File: config.mk
export PLATFORM = sky130hd
export DESIGN_NAME = dcam_stream_matcher
export DESIGN_NICKNAME = d
export VERILOG_FILES = /design/src/rtl/dcam_pkg.sv /design/src/rtl/dcam_char_decoder.sv /design/src/rtl/dcam_line_delay.sv /design/src/rtl/dcam_pattern_unit.sv /design/src/rtl/dcam_stream_matcher.sv
export SDC_FILE = /design/constraint.sdc
export NUM_CORES = 1
export LEC_CHECK = 0
export BUFFER_PORTS_ARGS = -buffer_cell sky130_fd_sc_hd__buf_4
export CORE_ASPECT_RATIO = 0.75
export CORE_UTILIZATION = 40
export DETAILED_ROUTE_END_ITERATION = 7
export GPL_TIMING_DRIVEN = 0
export SLEW_MARGIN = 15
export SYNTH_ARGS = -nofsm -noshare
export SYNTH_HDL_FRONTEND = slang
export SYNTH_SLANG_ARGS = --single-unit
File: constraint.sdc
create_clock -name clk -period 2.8 [get_ports clk]
set_clock_uncertainty 0.05 [all_clocks]
set_input_delay 0.56 -clock clk [delete_from_list [all_inputs] [get_ports clk]]
set_output_delay 0.56 -clock clk [all_outputs]
set_load 0.005 [all_outputs]
File: src/rtl/dcam_pkg.sv
package dcam_pkg;
  localparam int unsigned SYM_W     = 8;
  localparam int unsigned NUM_CODES = 1 << SYM_W;
  localparam int unsigned LEN_W     = 16;

  typedef logic [SYM_W-1:0]     sym_t;
  typedef logic [NUM_CODES-1:0] lines_t;

  function automatic int unsigned ceil_div(input int unsigned a, input int unsigned b);
    return (a + b - 1) / b;
  endfunction

  function automatic int unsigned pos(input int unsigned p, input int unsigned j);
    return (p * 31 + j) * SYM_W;
  endfunction

  // Default set: "ABA", "B", "ABCAB", 31 x cycling "ABC", "CCAB", {FF,00}
  function automatic logic [6*31*SYM_W-1:0] dflt_bytes();
    logic [6*31*SYM_W-1:0] v;
    v = '0;
    v[pos(0,0) +: 8] = 8'h41; v[pos(0,1) +: 8] = 8'h42; v[pos(0,2) +: 8] = 8'h41;
    v[pos(1,0) +: 8] = 8'h42;
    v[pos(2,0) +: 8] = 8'h41; v[pos(2,1) +: 8] = 8'h42; v[pos(2,2) +: 8] = 8'h43;
    v[pos(2,3) +: 8] = 8'h41; v[pos(2,4) +: 8] = 8'h42;
    for (int unsigned j = 0; j < 31; j++) v[pos(3,j) +: 8] = 8'h41 + 8'(j % 3);
    v[pos(4,0) +: 8] = 8'h43; v[pos(4,1) +: 8] = 8'h43;
    v[pos(4,2) +: 8] = 8'h41; v[pos(4,3) +: 8] = 8'h42;
    v[pos(5,0) +: 8] = 8'hFF; v[pos(5,1) +: 8] = 8'h00;
    return v;
  endfunction

  function automatic logic [6*LEN_W-1:0] dflt_lens();
    return {16'd2, 16'd4, 16'd31, 16'd5, 16'd1, 16'd3};
  endfunction
endpackage

File: src/rtl/dcam_char_decoder.sv
module dcam_char_decoder
  import dcam_pkg::*;
(
  input  logic   in_valid,
  input  sym_t   in_sym,
  output lines_t lines_o
);
  always_comb begin
    lines_o = '0;
    if (in_valid) lines_o[in_sym] = 1'b1;
  end
endmodule

File: src/rtl/dcam_line_delay.sv
module dcam_line_delay
  import dcam_pkg::*;
#(
  parameter int unsigned DEPTH = 3
) (
  input  logic                              clk,
  input  logic                              rst_n,
  input  logic                              adv,
  input  lines_t                            lines_i,
  output logic [DEPTH-1:0][NUM_CODES-1:0]   taps_o
);
  logic [DEPTH-1:0][NUM_CODES-1:0] stage_q, stage_d;

  always_comb begin
    stage_d[0] = lines_i;
    for (int k = 1; k < DEPTH; k++) stage_d[k] = stage_q[k-1];
  end

  always_ff @(posedge clk or negedge rst_n) begin
    if (!rst_n)   stage_q <= '0;
    else if (adv) stage_q <= stage_d;
  end

  assign taps_o = stage_q;

  AST_HOLD_ON_GAP: assert property (@(posedge clk) disable iff (!rst_n)
    !adv |=> $stable(stage_q)) else $error("delay bank moved on an idle cycle");
endmodule

File: src/rtl/dcam_pattern_unit.sv
module dcam_pattern_unit
  import dcam_pkg::*;
#(
  parameter int unsigned          MAX_LEN = 31,
  parameter int unsigned          CHUNK   = 4,
  parameter int unsigned          LEN     = 3,
  parameter logic [MAX_LEN*8-1:0] PAT     = '0
) (
  input  logic                                clk,
  input  logic                                rst_n,
  input  logic                                adv,
  input  lines_t                              lines_now,
  input  logic [CHUNK-2:0][NUM_CODES-1:0]     taps,
  output logic                                hit_o
);
  localparam int unsigned NCH = ceil_div(LEN, CHUNK);

  logic [NCH-1:0] done;

  for (genvar i = 0; i < NCH; i++) begin : g_chunk
    localparam int unsigned START = i * CHUNK;
    localparam int unsigned N = ((LEN - START) < CHUNK) ? (LEN - START) : CHUNK;

    logic [N-1:0] terms;
    logic         chunk_hit;

    for (genvar j = 0; j < N; j++) begin : g_term
      localparam int unsigned DIST = N - 1 - j;
      localparam logic [7:0]  CODE = PAT[(START + j) * 8 +: 8];
      if (DIST == 0) begin : g_now
        assign terms[j] = lines_now[CODE];
      end else begin : g_old
        assign terms[j] = taps[DIST-1][CODE];
      end
    end
    assign chunk_hit = &terms;

    if (i == 0) begin : g_head
      assign done[i] = chunk_hit;
    end else begin : g_link
      // link_q[k] holds the previous chunk's completion from k+1 valid cycles ago
      logic [N-1:0] link_q, link_d;
      always_comb link_d = N'({link_q, done[i-1]});
      always_ff @(posedge clk or negedge rst_n) begin
        if (!rst_n)   link_q <= '0;
        else if (adv) link_q <= link_d;
      end
      assign done[i] = chunk_hit & link_q[N-1];
    end
  end

  assign hit_o = done[NCH-1];

  AST_HIT_NEEDS_VALID: assert property (@(posedge clk) disable iff (!rst_n)
    hit_o |-> adv) else $error("pattern completed without a valid symbol");
endmodule

File: src/rtl/dcam_stream_matcher.sv
module dcam_stream_matcher
  import dcam_pkg::*;
#(
  parameter int unsigned                        NUM_PAT   = 6,
  parameter int unsigned                        MAX_LEN   = 31,
  parameter int unsigned                        CHUNK     = 4,
  parameter logic [NUM_PAT*MAX_LEN*SYM_W-1:0]   PAT_BYTES = dflt_bytes(),
  parameter logic [NUM_PAT*LEN_W-1:0]           PAT_LENS  = dflt_lens()
) (
  input  logic               clk,
  input  logic               rst_n,
  input  logic               in_valid,
  input  logic [7:0]         in_sym,
  output logic [NUM_PAT-1:0] match_o
);
  localparam int unsigned CNT_W = $clog2(MAX_LEN + 1);

  // reset: asserted at once, released after two edges
  logic rst_meta_q, rst_int;
  always_ff @(posedge clk or negedge rst_n) begin
    if (!rst_n) begin
      rst_meta_q <= 1'b0;
      rst_int    <= 1'b0;
    end else begin
      rst_meta_q <= 1'b1;
      rst_int    <= rst_meta_q;
    end
  end

  lines_t                            lines_now;
  logic [CHUNK-2:0][NUM_CODES-1:0]   taps;
  logic [NUM_PAT-1:0]                hit, match_d, match_q;

  dcam_char_decoder u_dec (
    .in_valid (in_valid),
    .in_sym   (in_sym),
    .lines_o  (lines_now)
  );

  dcam_line_delay #(.DEPTH(CHUNK - 1)) u_delay (
    .clk     (clk),
    .rst_n   (rst_int),
    .adv     (in_valid),
    .lines_i (lines_now),
    .taps_o  (taps)
  );

  for (genvar p = 0; p < NUM_PAT; p++) begin : g_pat
    localparam int unsigned PLEN = int'(PAT_LENS[p*LEN_W +: LEN_W]);
    dcam_pattern_unit #(
      .MAX_LEN (MAX_LEN),
      .CHUNK   (CHUNK),
      .LEN     (PLEN),
      .PAT     (PAT_BYTES[p*MAX_LEN*SYM_W +: MAX_LEN*SYM_W])
    ) u_unit (
      .clk       (clk),
      .rst_n     (rst_int),
      .adv       (in_valid),
      .lines_now (lines_now),
      .taps      (taps),
      .hit_o     (hit[p])
    );
  end

  always_comb match_d = hit & {NUM_PAT{in_valid}};

  always_ff @(posedge clk or negedge rst_int) begin
    if (!rst_int) match_q <= '0;
    else          match_q <= match_d;
  end

  assign match_o = match_q;

  // checking support: valid symbols seen since reset, saturating
  logic [CNT_W-1:0] vcnt_q, vcnt_d;
  always_comb vcnt_d = (vcnt_q == CNT_W'(MAX_LEN)) ? vcnt_q : vcnt_q + 1'b1;
  always_ff @(posedge clk or negedge rst_int) begin
    if (!rst_int)      vcnt_q <= '0;
    else if (in_valid) vcnt_q <= vcnt_d;
  end

  AST_DECODE_ONEHOT: assert property (@(posedge clk) disable iff (!rst_int)
    $onehot0(lines_now)) else $error("decoder raised several code lines");

  AST_IDLE_NO_MATCH: assert property (@(posedge clk) disable iff (!rst_int)
    !in_valid |=> (match_o == '0)) else $error("match after idle cycle");

  for (genvar p = 0; p < NUM_PAT; p++) begin : g_chk
    localparam int unsigned PLEN = int'(PAT_LENS[p*LEN_W +: LEN_W]);
    AST_NO_EARLY_MATCH: assert property (@(posedge clk) disable iff (!rst_int)
      match_o[p] |-> (vcnt_q >= CNT_W'(PLEN))) else $error("match before enough symbols");
  end
endmodule

### Word-level counts from Yosys, hierarchy flattened

Index checks and enable logic that the tools add are counted.

| storage, ports and cells | value |
|---|---|
| output and inout bits | 6 |
| input port bits | 11 |
| flip-flop bits (word level) | 428 |

| operators by class | value |
|---|---|
| bitwise operators | 9 |
| reduce and logical (&&, ||, !) cells | 8 |
| multiplexer cells | 3 |
| $lt $le $gt $ge | 2 |

Operator list:

| operator | count |
|---|---|
| 256-bit two-way mux | 1 |
| 4-bit AND reduction | 4 |
| 8-bit by 9-bit < comparator with 1-bit output (second input constant) | 1 |
| 1-bit bitwise AND | 8 |
| 1-bit demux with 8-bit select | 1 |
| 8-bit by 1-bit >= comparator with 1-bit output (second input constant) | 1 |
| 6-bit bitwise AND | 1 |
| 3-bit AND reduction | 2 |
| 2-bit AND reduction | 1 |
| 1-bit logical AND | 1 |
| 1-bit two-way mux | 1 |

### Logic depth before layout (Yosys ltp)

Gate-level depths: netlist (run 1).

| logic depth | value |
|---|---|
| word-level depth | 8 |
| depth in mapped cells | 4 |
| mapped depth without buffers | 3 |

### Hierarchy

A second synthesis (run 1) with hierarchy kept.

| unflattened totals | value |
|---|---|
| cells, all modules | 2,098 |
| area total of the unflattened synthesis | 32,093.3 um^2 |

By module, submodules not included:

| module | area an instance (um^2) | times used | seq. area each (um^2) | cells each |
|---|---|---|---|---|
| dcam_line_delay | 28,482.3 | 1 | 19,218.4 | 1,621 |
| dcam_char_decoder | 2,163.3 | 1 | 0.0 | 375 |
| dcam_pattern_unit at g_pat[3].u_unit | 1,126.1 | 1 | 675.6 | 78 |
| dcam_stream_matcher | 241.5 | 1 | 200.2 | 15 |
| dcam_pattern_unit at g_pat[2].u_unit | 51.3 | 1 | 25.0 | 5 |
| dcam_pattern_unit at g_pat[0].u_unit ... | 6.3 | 2 | 0.0 | 1 |
| dcam_pattern_unit at g_pat[4].u_unit | 8.8 | 1 | 0.0 | 1 |
| dcam_pattern_unit at g_pat[1].u_unit | 7.5 | 1 | 0.0 | 1 |

### Least setup slack after synthesis (run 1)

Ideal clock, no wire load.

| path | value |
|---|---|
| path type | input to register |
| start | in in_sym[7] |
| end | reg g_pat[3].u_unit.g_chunk[2].g_link.link_q[0] |
| arrival time | 1.321 ns |
| stages | 3 |
| library setup time | 0.101 ns |
| slack | 1.328 ns |
| path through | nor3_2 nand4_2 o32ai_1 |

| between the ends | value |
|---|---|
| longest elaborated chain between the ends | 7 |
| elaborated cells between the ends (all ways) | 8 |
| classes of those cells | 2 x order compare; 3 x mux; 1 x bitwise; 2 x reduce/logical |

RTL lines:

| item | RTL line | text |
|---|---|---|
| start, declared | dcam_stream_matcher.sv:13 | `input logic [7:0] in_sym,` |
| 8-bit by 9-bit < comparator with 1-bit output (not written as such) / 8-bit by 1-bit >= comparator with 1-bit output (equally long branches) | dcam_char_decoder.sv:10 | `if (in_valid) lines_o[in_sym] = 1'b1;` |
| 1-bit logical AND (not written as such) | dcam_char_decoder.sv:10 |  |
| 1-bit two-way mux (not written as such) | dcam_char_decoder.sv:10 |  |
| 1-bit demux with 8-bit select * | - |  |
| 256-bit two-way mux * | dcam_char_decoder.sv:10 |  |
| 4-bit AND reduction * | dcam_pattern_unit.sv:36 | `assign chunk_hit = &terms;` |
| 1-bit bitwise AND * | dcam_pattern_unit.sv:48 | `assign done[i] = chunk_hit & link_q[N-1];` |
| end signal, assigned | dcam_pattern_unit.sv:46 | `else if (adv) link_q <= link_d;` |
| end, declared | dcam_pattern_unit.sv:42 | `logic [N-1:0] link_q, link_d;` |

Every way passes the cells marked *; elsewhere a longest branch is shown, timed or not.
A chain may end at the register's enable or synchronous reset.

### Final worst setup path (run 1)

Same ends and word-level chain as after synthesis.

==> results.md, run 1 <==
- Core area: 4129 um2
- Top-count cell post-synth: dfrtp_1
- Clock latency on the worst-skew pair: 290 ps
- Worst R2R End: g_pat[3].u_unit.g_chunk[6].g_link.link_q[0]
- Leak: 1.009 nW
- Drt first pass iters: 4
- Vias per cell: 5.129
- Number of non-filler instances in the completed layout: 210
- Ys async rst share: 100.0%
- Setup slack, reg-to-reg: 1760 ps
- PortBufs: 16
- Rows: 20
- Cts hold-fix bufs: 1
- CP endpoint kind: flop
- Tmin final: 1520 ps
- GP Congestion: ~0.77
- Dpl cell area: 1974 um2
- Clock sinks: 45
- Hold/Removal Path Class: flop to asynchronous set/reset pin
- Reg clk slew, reported paths: 80 ps
- Ports: 17
- First-pass GRT wire length: 5.437 mm
- Worst Path Class, Setup: primary input to flop
- Worst EP arrival: approximately 1700 ps
- Initial antenna violation count: 0
- Worst EP required: 2930 ps
- # DRC: 0
- Num CTS Buffers: 5
- CTS-repair resized insts: 0
- Inst Count DP: 202
- Status: completed
- Die X: slightly below 80 um
- Cell Area, Synth: 1764 um2
- Post-Route Setup TNS: 0 ps
- Initial Util: between 40% and 50%
- Fmax: about 660 MHz
- Pins Over Slew Limit: 0
- Max IR drop VDD: 0.3216 mV
- Cell variety after synth: 20
- Remaining global-route overflow: 0
- Syn Nets: between 100 and 150
- Die footprint: 4683 um2
- Period utilisation layout: 54.28%
- Syn_area_per_cell: approximately 14 um2
- Cells on worst reg2reg path: 2
- Detail Route Antenna Nets: 0
- CTS HTree Levels: 2
- Ant diodes: 0
- Setup Fix Bufs, Post-CTS: 0
- Place WS: roughly 1000 ps
- Max Cap Viol: 0
- Clk buf depth: 2
- Hold WS: between 90 and 100 ps
- Nets: 166
- CTS tree: done
- Synthesized flop and latch total: 45
- Post-synth top cells: 45 x dfrtp_1, 25 x mux2_2, 13 x inv_1, 8 x nand2_1, 6 x nand3_1
- Top FF cell, synth: dfrtp_1
- Total Wirelength: 3.118 mm
- Seq/Total Area, Yosys: 63.83%
- Top cell type's share of synthesized area: 63.83%
- Layout cell share with drive strength beyond 1: between 30% and 40%
- Root buffer cell: clkbuf_8
- GRT Util Overall: about 16%
- Area grow syn2layout: 18.37%
- Setup Viol. Count Final: 0
- Number of DRC markers in iteration 0: 55
- Setup WS post-layout: 1280 ps
- Dominant cells by area after synthesis: dfrtp_1 64%, mux2_2 16%, inv_1 2.8%
- Startpoint types: primary input
- Post-route cell area: approximately 2100 um2
- Vias: 1077
- Unrepaired setup endpoints after global routing: no
- Critical path capture point: g_pat[3].u_unit.g_chunk[2].g_link.link_q[0]
- Pwr Density: 563.3 nW/um2
- Reg2reg start: u_delay.taps_o[321]
- Number of global-route vias before repair: 1152
- Synth Warn #: 0
- Most area-hungry cell type in the Yosys netlist: dfrtp_1
- Crit Path Max Fanout: 6
- Pin count of the biggest net entering global routing: 34
- Setup crit start: in_sym[7]
- Die Height: 59.52 um
- Final Hold Viols: 0
- Post-Synthesis Cells: 130
- WL/cell: between 10 and 15 um
- Number of flops mapped to enable cells by yosys: 0
- HPWL after DPL: 2.239 mm
## cells in the final DEF (no fill, tap or decap), drive strengths merged
cell | Yosys | layout
nor3b | 1 | 1
inv | 13 | 13
nor4b | 1 | 1
o21ai | 3 | 3
nor4 | 1 | 1
bufinv | 0 | 1
clkinv | 0 | 1
mux2 | 25 | 25
nand3 | 6 | 6
and3 | 1 | 1
o22ai | 3 | 3
dfrtp | 45 | 45
nor2 | 4 | 4
buf | 4 | 21
clkbuf | 0 | 5
nor3 | 1 | 1
dlygate4sd3 | 0 | 1
o32ai | 6 | 6
nand2 | 8 | 8
nand4 | 6 | 6
nor2b | 1 | 1
conb | 1 | 1
## state kept, by name (all words and copies together), names as in the netlist
signal and flops:
match_o 6, u_delay.taps_o 10, rst_meta_q 1, rst_int 1, g_pat.u_unit.g_chunk.g_link.link_q 27
## layout make-up
class | instances | area (um2)
plain buffers | 4 | 20.02
fillers | 373 | 2041
multi-input cells | 68 | 569.3
flip-flops and latches | 45 | 1127
clock buffers | 5 | 68.82
inverters | 13 | 48.80
repair buffers | 18 | 150.1
well taps | 55 | 68.82
clock inverters | 2 | 35.03
## per-stage QoR
stage,utilization [%],power (W)
detailed placement,47.82,0.0007255
floorplan,-,0.0006949
finish,50.58,0.001176
global route,50.58,0.001214
CTS,50.58,0.001183
global placement,47.30,0.0007202
## routing by layer
layer,track usage [%],share of wire [%]
met2,25.47,46
met4,4.233,1.3
met5,0,0
met1,21.00,48
met3,4.615,4.8
## worst min-delay path by stage
stage	startpoint	endpoint	slack, ps	cells after the start
after global routing	rst_int	u_delay.taps_o[255]	120	0
after floorplan	rst_n	rst_int	210	0
final	rst_int	u_delay.taps_o[255]	100	0
after detailed placement	rst_int	u_delay.taps_o[255]	100	0
after global placement	rst_n	rst_int	290	1
after CTS	rst_int	u_delay.taps_o[255]	100	0
## logic make-up (layout without fill, tap and decap cells)
logic type	Yosys count	in the layout	synth area share, %
flops	45	45	63.83
simple gates	30	30	10.78
mux	25	25	15.96
buf+inv	17	42	3.901
compound gates	12	12	5.319
other cells	1	1	0.2126
## critical path, stage by stage
cell     delay, ps
buf_4          120
nor3_2         350
nand4_2        270
o32ai_1        350
## power breakdown
| part | switching [W] | internal, W |
|---|---|---|
| sequential | 0.00000430 | 0.000651 |
| clock | 0.000204 | 0.000259 |
| combinational | 0.0000325 | 0.0000243 |
| total | 0.000241 | 0.000935 |
No activity file was read; power rests on OpenSTA's default activity.
==> inputs of run 2 (changes only) <==
--- a/config.mk
+++ b/config.mk
@@ -5,6 +5,7 @@
 export SDC_FILE = /design/constraint.sdc
 export NUM_CORES = 1
 export LEC_CHECK = 0
+export ABC_AREA = 1
 export BUFFER_PORTS_ARGS = -buffer_cell sky130_fd_sc_hd__buf_4
 export CORE_ASPECT_RATIO = 0.75
 export CORE_UTILIZATION = 40
==> constraint.sdc (replaced) <==
create_clock -name clk -period 1.4 [get_ports clk]
set_clock_uncertainty 0.05 [all_clocks]
set_input_delay 0.28 -clock clk [delete_from_list [all_inputs] [get_ports clk]]
set_output_delay 0.28 -clock clk [all_outputs]
set_load 0.005 [all_outputs]
==> run 2 against run 1 <==
Against the previous run:
- flip-flop and latch count unchanged
- global-route usage increased by 1.4 points
- combinational power increased by 100%
- wire length increased by 10%
- setup slack got worse by 1000 ps
- critical path type is now flop to primary output
==> results.md, run 2 <==
- Ant diodes: 0 (unchanged)
- CP endpoint kind: primary output
- Clock sinks: 45 (unchanged)
- Leak: 1.049 nW (+4.0%)
- Rows: 20 (unchanged)
- CTS-repair resized insts: 0 (unchanged)
- Status: completed
- Vias per cell: 4.640 (-9.5%)
- Syn Nets: 203 (+44%)
- Commonest non-fill, non-tap cell in the layout: nand2_1
- Number of global-route vias before repair: 1273 (+11%)
- Vias: 1262 (+17%)
- Commonest non-fill, non-tap cells in the layout: 67 x nand2_1, 44 x dfrtp_1, 17 x inv_1, 17 x o21ai_0, 15 x buf_4
- Top-count cell post-synth: nand2_1
- GP Congestion: 0.7467 (-2.6%)
- Clk buf depth: 2 (unchanged)
- GRT Util Overall: 17.15% (+1.4 points)
- Dpl cell area: 1984 um2 (+0.51%)
- Setup Viol. Count Final: 0 (unchanged)
- Number of DRC markers in iteration 0: 119 (+120%)
- Initial antenna violation count: 0 (unchanged)
- Num CTS Buffers: 5 (unchanged)
- Startpoint types: flop
- Top reg by flops: g_pat.u_unit.g_chunk.g_link.link_q
- Post-synth top cells: 67 x nand2_1, 45 x dfrtp_1, 17 x inv_1, 17 x o21ai_0, 12 x nand3_1
- Post-Route Setup TNS: 0 ps (unchanged)
- PortBufs: 15 (-1)
- Pins Over Slew Limit: 0 (unchanged)
- Pin count of the biggest net entering global routing: 31 (-8.8%)
- Final Hold Viols: 0 (unchanged)
- # DRC: 0 (unchanged)
- Crit-path cells: buf_4
- FF+latch area: 1127 um2 (unchanged)
- Fillers: 404 (+8.3%)
- Layout cell share with drive strength beyond 1: 18.89% (-20 points)
- Max stage delay on crit path: 370 ps (+20 ps)
- Top FF cell, synth: dfrtp_1
- Tmin final: 1132 ps
- CTS tree: done
- Remaining global-route overflow: 0 (unchanged)
- Area grow syn2layout: 18.40% (about the same)
- Reg clk slew, reported paths: 90 ps (about the same)
- Root buffer cell: clkbuf_8
- Die X: 79.07 um (+0.48%)
- Worst EP required: 1070 ps (-1860 ps)
- HPWL after DPL: 2.452 mm (+9.5%)
- Clock latency on the worst-skew pair: 300 ps (about the same)
- Cell Area, Synth: 1782 um2 (+0.99%)
- WL/cell: 12.64 um (-15%)
- Initial Util: 42.89% (+0.16 points)
- CP top delay family: flip-flops
- Dominant cells by area after synthesis: dfrtp_1 63%, nand2_1 14%, o21ai_0 4.8%
- Nets: 227 (+37%)
- First-pass GRT wire length: 6.023 mm (+11%)
- Unrepaired setup endpoints after global routing: no
- Max FFs per register: 27 (unchanged)
- Ys async rst share: 100.0% (unchanged)
- Worst EP arrival: 800 ps (-850 ps)
- Max IR drop VDD: 0.8126 mV (+150%)
- Core area: 4154 um2 (+0.61%)
- Drt first pass iters: 4 (unchanged)
- Most area-hungry cell type in the Yosys netlist: dfrtp_1
- Post-Synthesis Cells: 192 (+48%)
- Die footprint: 4728 um2 (+0.96%)
- Hold WS: 108.8 ps (+11.91 ps)
- CP max stage cell: dfrtp_1
- Max Cap Viol: 0 (unchanged)
- Worst Path Buf+Inv: 1 (unchanged)
- Syn_area_per_cell: 9.280 um2 (-32%)
- Die Height: 59.80 um (+0.48%)
- Ports: 17 (unchanged)
- Top cell type's share of synthesized area: 63.20% (-0.63 points)
- Worst Path Class, Setup: flop to primary output
- Number of flops mapped to enable cells by yosys: 0 (unchanged)
- Seq/Total Area, Yosys: 63.20% (-0.63 points)
- Crit Path Max Fanout: 1 (-5)
- Period utilisation layout: 80.84%
- Cell variety after synth: 22 (+10%)
- Total Wirelength: 3.437 mm (+10%)
- Pwr Density: 1142 nW/um2 (+100%)
- Hold/Removal Path Class: flop to asynchronous set/reset pin
- Fmax: 883.6 MHz
- Post-route cell area: 2110 um2 (+1.0%)
- Detail Route Antenna Nets: 0 (unchanged)
- CTS HTree Levels: 2 (unchanged)
- Synth Warn #: 0 (unchanged)
- Multi-input gate area: 538.0 um2 (-5.5%)
- Synthesized flop and latch total: 45 (unchanged)
[run 2: final timing paths]
kind	slack, ps	to	cells past startpoint	startpoint
worst max register to register	270	g_pat[3].u_unit.g_chunk[1].g_link.link_q[0]	4	u_delay.taps_o[322]
worst max-delay path	270	match_o[5]	1	match_o[5]
worst min-delay path	110	g_pat[3].u_unit.g_chunk[1].g_link.link_q[0]	0	rst_int
worst min register to register	110	g_pat[3].u_unit.g_chunk[1].g_link.link_q[0]	0	rst_int
min in group clk	180	g_pat[3].u_unit.g_chunk[2].g_link.link_q[2]	2	in_valid
max in group asynchronous	720	u_delay.taps_o[66]	1	rst_int
[run 2: worst register-to-register path: stages, from the launching register on]
cell and delay [ps]:
dfrtp_1 390, inv_1 70, nor3_1 350, nand2_1 110, o21ai_1 90
[run 2: power breakdown]
| part | internal (W) | leakage, nW | switching, W |
|---|---|---|---|
| registers | 0.00130 | 0.623 | 0.00000911 |
| clock network | 0.000534 | 0.0543 | 0.000447 |
| logic | 0.0000414 | 0.372 | 0.0000744 |
[run 2: cell families after synthesis]
family | synth area share (%)
other | 0.2105
flip-flops | 63.20
AND/OR/NAND/NOR | 24.16
buffers and inverters | 6.601
AO/OA/AOI/OAI | 5.829
[run 2: layout make-up]
| type | count | share of cell area, % |
|---|---|---|
| buffer | 7 | 1.898 |
| clock buffer | 5 | 3.262 |
| clock inverter | 3 | 2.195 |
| inverter | 20 | 3.677 |
| multi-input combinational | 120 | 25.50 |
| sequential | 45 | 53.44 |
| tap | 55 | 3.262 |
| timing repair buffer | 17 | 6.762 |
[run 2: what timing repair did]
item,CTS,global route
hold endpoints to repair,2,0
buffers inserted,0,0
hold buffers,1,0
[run 2: routing by layer]
layer	GRT usage, %	part of all wire (%)	vias up
met3	4.580	3.2	5
met2	26.23	43	19
met4	4.675	0.84	0
met1	24.22	53	598
met5	0	0	-
li1	-	-	640
[run 2: through the flow]
stage	util [%]	total power, W	std cells	setup WS [ps]
4_1_cts	50.78	0.002439	272	246.1
3_5_place_dp	47.77	0.001455	263	181.6
5_1_grt	50.78	0.002506	272	107.1
3_3_place_gp	47.26	0.001447	262	-495.1
6_report	50.78	0.002408	272	268.3
2_1_floorplan	-	0.001395	192	4.876
